--- src/rtl/imc_pkg.sv ---
package imc_pkg;
  localparam int unsigned BYTE_W = 8;
  localparam int unsigned N_ROWS = 4;
  localparam int unsigned COL_W  = BYTE_W * N_ROWS;
  localparam logic [BYTE_W-1:0] RED_POLY = 8'h1b;

  typedef logic [BYTE_W-1:0] byte_t;
  typedef logic [COL_W-1:0]  col_t;

  function automatic byte_t xt(byte_t b);
    return {b[BYTE_W-2:0], 1'b0} ^ (b[BYTE_W-1] ? RED_POLY : '0);
  endfunction

  function automatic byte_t mul3(byte_t b);
    return xt(b) ^ b;
  endfunction

  function automatic byte_t mul4(byte_t b);
    return xt(xt(b));
  endfunction

  function automatic byte_t mul8(byte_t b);
    return xt(xt(xt(b)));
  endfunction

  // generic shift-and-add product, used only by checking logic
  function automatic byte_t gf_mul(byte_t a, byte_t b);
    byte_t acc;
    byte_t sh;
    acc = '0;
    sh  = a;
    for (int i = 0; i < BYTE_W; i++) begin
      if (b[i]) acc = acc ^ sh;
      sh = xt(sh);
    end
    return acc;
  endfunction
endpackage

--- src/rtl/imc_vld_dly.sv ---
module imc_vld_dly #(
  parameter int unsigned DEPTH = 2
) (
  input  logic             clk_i,
  input  logic             rst_ni,
  input  logic             vld_i,
  output logic [DEPTH-1:0] tap_o
);
  for (genvar s = 0; s < DEPTH; s++) begin : g_tap
    logic nxt;
    if (s == 0) begin : g_head
      assign nxt = vld_i;
    end else begin : g_body
      assign nxt = tap_o[s-1];
    end
    always_ff @(posedge clk_i or negedge rst_ni) begin
      if (!rst_ni) tap_o[s] <= 1'b0;
      else         tap_o[s] <= nxt;
    end
  end
endmodule

--- src/rtl/imc_fold.sv ---
// Stage one: forward-mix term per row plus the two shared pair sums.
module imc_fold
  import imc_pkg::*;
(
  input  logic  clk_i,
  input  logic  en_i,
  input  col_t  col_i,
  output col_t  fwd_o,
  output byte_t pair_even_o,
  output byte_t pair_odd_o
);
  byte_t e [N_ROWS];

  for (genvar r = 0; r < N_ROWS; r++) begin : g_row
    byte_t fwd_d;
    assign e[r]  = col_i[COL_W-1-r*BYTE_W -: BYTE_W];
    assign fwd_d = xt(e[r]) ^ mul3(e[(r+1)%N_ROWS])
                 ^ e[(r+2)%N_ROWS] ^ e[(r+3)%N_ROWS];
    always_ff @(posedge clk_i) begin
      if (en_i) fwd_o[COL_W-1-r*BYTE_W -: BYTE_W] <= fwd_d;
    end
  end

  always_ff @(posedge clk_i) begin
    if (en_i) begin
      pair_even_o <= e[0] ^ e[2];
      pair_odd_o  <= e[1] ^ e[3];
    end
  end
endmodule

--- src/rtl/imc_merge.sv ---
// Stage two: fold shared pair sums into each row's forward term.
module imc_merge
  import imc_pkg::*;
(
  input  logic  clk_i,
  input  logic  en_i,
  input  col_t  fwd_i,
  input  byte_t pair_even_i,
  input  byte_t pair_odd_i,
  output col_t  res_o
);
  byte_t all_x8;
  assign all_x8 = mul8(pair_even_i ^ pair_odd_i);

  for (genvar r = 0; r < N_ROWS; r++) begin : g_row
    byte_t own_x4;
    byte_t res_d;
    if (r % 2 == 0) begin : g_even
      assign own_x4 = mul4(pair_even_i);
    end else begin : g_odd
      assign own_x4 = mul4(pair_odd_i);
    end
    assign res_d = fwd_i[COL_W-1-r*BYTE_W -: BYTE_W] ^ own_x4 ^ all_x8;
    always_ff @(posedge clk_i) begin
      if (en_i) res_o[COL_W-1-r*BYTE_W -: BYTE_W] <= res_d;
    end
  end
endmodule

--- src/rtl/inv_mixcol_pipe.sv ---
module inv_mixcol_pipe
  import imc_pkg::*;
(
  input  logic        clk_i,
  input  logic        rst_ni,
  input  logic        col_valid_i,
  input  logic [31:0] col_i,
  output logic        res_valid_o,
  output logic [31:0] res_o
);
  localparam int unsigned STAGES = 2;

  logic [STAGES-1:0] vld_q;
  col_t              fwd_q;
  byte_t             pe_q;
  byte_t             po_q;

  imc_vld_dly #(.DEPTH(STAGES)) u_vld (
    .clk_i  (clk_i),
    .rst_ni (rst_ni),
    .vld_i  (col_valid_i),
    .tap_o  (vld_q)
  );

  imc_fold u_fold (
    .clk_i       (clk_i),
    .en_i        (col_valid_i),
    .col_i       (col_i),
    .fwd_o       (fwd_q),
    .pair_even_o (pe_q),
    .pair_odd_o  (po_q)
  );

  imc_merge u_merge (
    .clk_i       (clk_i),
    .en_i        (vld_q[0]),
    .fwd_i       (fwd_q),
    .pair_even_i (pe_q),
    .pair_odd_i  (po_q),
    .res_o       (res_o)
  );

  assign res_valid_o = vld_q[STAGES-1];
endmodule

--- config.mk ---
export PLATFORM = sky130hd
export DESIGN_NAME = inv_mixcol_pipe
export DESIGN_NICKNAME = d
export VERILOG_FILES = /design/src/rtl/imc_pkg.sv /design/src/rtl/imc_vld_dly.sv /design/src/rtl/imc_fold.sv /design/src/rtl/imc_merge.sv /design/src/rtl/inv_mixcol_pipe.sv
export SDC_FILE = /design/constraint.sdc
export NUM_CORES = 1
export LEC_CHECK = 0
export ABC_CLOCK_PERIOD_IN_PS = 1500
export CORE_MARGIN = 2
export CORE_UTILIZATION = 40
export DETAILED_ROUTE_END_ITERATION = 10
export DONT_BUFFER_PORTS = 1
export GPL_TIMING_DRIVEN = 0
export PLACE_DENSITY = 0.61
export SETUP_SLACK_MARGIN = 0.4
export SYNTH_ARGS = -nofsm -noshare
export SYNTH_HDL_FRONTEND = slang
export SYNTH_SLANG_ARGS = --single-unit
--- constraint.sdc ---
create_clock -name clk_i -period 1.5 [get_ports clk_i]
set_input_delay 0.075 -clock clk_i [delete_from_list [all_inputs] [get_ports clk_i]]
set_output_delay 0.075 -clock clk_i [all_outputs]
set_load 0.03 [all_outputs]
==> impl_metrics.json <==
{
  "synth_fp_nets": 327,
  "total_power_mw": 8.895,
  "core_area_um2": 10790,
  "route.vias.total": 2199,
  "power.internal_mw": 5.983,
  "core.rowCount": 38,
  "num-nets-final": 396,
  "path_cells": "buf_6 -> xnor3_2 -> xnor2_4 -> xnor2_1",
  "p_sw_share_pct": 32.74,
  "placed_cells": 432,
  "synth_largest_type_area_fraction_pct": 54.31,
  "finalSetupViolations": 22,
  "grt-ovfl-total": 0,
  "critPathTopFamily": "XOR/XNOR gates",
  "cts.sinks": 82,
  "final.setup.worst_slack_ns": -0.1394,
  "ios": 68,
  "number_of_warnings_printed_during_yosys_synthesis": 0,
  "detailedRoute.firstPassIterationCount": 4,
  "wl_um": 8183,
  "drtAntennaViolNets": 0,
  "setup_slack_after_placement_ns": -0.2575,
  "vdd.ir_drop.worst_v": 0.0005733,
  "chip_height_um": 109.2,
  "ctsLongestPathBuffers": 2,
  "yosys_most_used_dff": "edfxtp_1",
  "grt_setup_unrepaired": "yes",
  "most-common-layout-cells": "112 x xnor2_1, 80 x edfxtp_1, 42 x xor2_1",
  "netSwitchingPower_mw": 2.912,
  "antenna-diode-count": 0,
  "synthArstFlopShare_pct": 2.439,
  "floorplan.die.width_um": 109.2,
  "gate_count_after_technology_mapping": 292,
  "number_of_clock_buffers_inserted_by_tritoncts": 9,
  "layout_min_cycle_time_ns": 1.639,
  "drt_first_iter_violations": 78,
  "area_overhead_of_the_layout_relative_to_synthesis_pct": 29.00,
  "p_seq_share_pct": 50.5,
  "routed_via_density": 4.346,
  "synth_seq_area_share_pct": 55.45,
  "grt_start_max_net_pins": 50,
  "clock-root-buffer": "clkbuf_8",
  "clock_tree.htree_level_count": 3,
  "count_of_non_filler_cells_in_the_finished_layout": 506,
  "postSynthRegisterBits": 82,
  "comb_power_share_pct": 30.7,
  "placed_cell_area_um2": 4686,
  "drc_errors": 0,
  "first_global_vias": 2339,
  "p_leak_nw": 2.094,
  "routed_wire_length_per_instance_um": 16.17,
  "synth_area_um2": 4423,
  "cp.arrival_ns": 1.74,
  "timing.critical_path.from_type": "flop",
  "clock_power_share_pct": 18.7,
  "yosys-top-cells-area": "edfxtp_1 54%, xnor2_1 26%, xor2_1 9.5%",
  "syn-mean-instance-area_um2": 15.15,
  "fillCellCount": 881,
  "crit_path_end_kind": "flop",
  "violated_checks": "negative hold slack, negative setup slack",
  "worst-path-buf-inv": 1,
  "clock.fmax_mhz": 610.0,
  "place_hpwl_um": 5814,
  "start_util_pct": 40.98,
  "cts_tree": "yes",
  "timing_hold_violations_final": 49,
  "cp_max_fo": 4,
  "share_of_the_clock_period_used_by_the_worst_path_pct": 109.3,
  "insertion_delay_ns": 0.35,
  "final.setup_skew_ns": 0.008815,
  "grt_first_pass_wirelength_um": 12460,
  "synth_edf_count": 80,
  "cell_type_contributing_the_most_total_cell_area_after_synthesis": "edfxtp_1",
  "worstMarginPinSlew_ns": 0.4414,
  "cellPowerDensity_nw_per_um2": 1559,
  "design.die.area_um2": 11910,
  "status": "complete, but fails checks",
  "timing_worst_setup_path_type": "reg -> reg",
  "max_cap_viols": 0,
  "grt_usage_pct": 14.54,
  "layout_commonest_cell": "xnor2_1",
  "final_layout_size_suffix_gt1_share_pct": 24.32,
  "slew-limit-headroom_pct": 70.36,
  "timing_max_transition_violations_final": 0,
  "critPathRequiredTime_ns": 1.60,
  "max_incr_delay_on_cp_ns": 0.45,
  "multiInputGateArea_um2": 2221,
  "number_of_antenna_violations_at_the_first_check_in_global_routing": 0,
  "worst_setup_hold_path_clk_slew_ns": 0.08,
  "finalCoreUtilization_pct": 52.86,
  "gp_congestion": 0.7860,
  "final.setup.tns_ns": -2.050,
  "final-seq-area_um2": 2456,
  "io_buffers": 0,
  "final_design_area_no_fill_um2": 5705,
  "hold_path_class": "in -> reg",
  "netlist-cell-type-count": 13,
  "fin_worst_hold_slack_ns": -0.2321,
  "critical_path.slowest_cell": "xnor3_2"
}
-- worst paths after layout --
path	startpoint	cells after the start	slack [ns]	end
worst max-delay path	u_fold.pair_odd_o[6]	4	-0.14	u_merge.res_o[13]
min in group asynchronous	rst_ni	2	0.50	u_vld.tap_o[1]
worst min-delay path	col_valid_i	0	-0.23	u_vld.g_tap[1].nxt
worst min register to register	u_fold.fwd_o[7]	1	0.55	u_merge.res_o[7]
max in group asynchronous	rst_ni	2	0.85	u_vld.g_tap[1].nxt
worst max register to register	u_fold.pair_odd_o[6]	4	-0.14	u_merge.res_o[13]
-- worst reg2reg max path, delay by kind of cell (launching register included) --
kind	cells	cell delay, ns
XOR/XNOR	3	0.84
buffers and inverters	1	0.16
flip-flops	1	0.39
-- cells in the mapped netlist, types with 2 or more instances --
cell / count
buf_2: 5
buf_4: 2
clkbuf_1: 2
dfrtp_1: 2
edfxtp_1: 80
inv_1: 6
xnor2_1: 132
xnor2_2: 4
xnor3_1: 6
xnor3_2: 3
xor2_1: 48
-- repair_timing --
item | in CTS | in global routing
setup endpoints to repair | 64 | 39
hold buffers | 26 | 1
gates cloned | 0 | 0
endpoints found under the hold margin | 75 | 50
pin swaps | 15 | 18
resized for setup | 18 | 24
buffers inserted | 19 | 12
-- state kept, by name (all words and copies together) (netlist names) --
name                flops
u_fold.fwd_o           32
u_vld.tap_o             1
u_fold.pair_even_o      8
u_vld.g_tap.nxt         1
u_merge.res_o          32
u_fold.pair_odd_o       8
-- area by class of cell --
| type | count | area share [%] |
|---|---|---|
| clock inverter | 6 | 1.425 |
| multi-input combinational | 195 | 38.93 |
| tap | 140 | 3.070 |
| buffer | 9 | 1.075 |
| timing repair buffer | 58 | 9.825 |
| clock buffer | 10 | 2.237 |
| inverter | 6 | 0.3947 |
| sequential | 82 | 43.05 |
-- cell families after synthesis --
kind of cell | Yosys count | synth area share [%]
flip-flops | 82 | 55.45
buffers and inverters | 15 | 1.584
XOR/XNOR | 195 | 42.97
-- metal layers --
| layer | part of all wire (%) | GRT usage, % |
|---|---|---|
| met5 | 0 | 0 |
| met4 | 1.8 | 6.593 |
| met3 | 3.7 | 3.347 |
| met2 | 50 | 23.16 |
| met1 | 45 | 18.91 |
-- power by group through the flow --
stage	sequential, mW	clock, mW	combinational, mW
final	4.50	1.67	2.73
after global routing	4.55	1.83	2.97
after CTS	4.49	1.71	2.50
after detailed placement	4.55	0	2.13
after global placement	4.53	0	2.11
after floorplan	4.44	0	1.80
No activity file was read; power rests on OpenSTA's default activity.
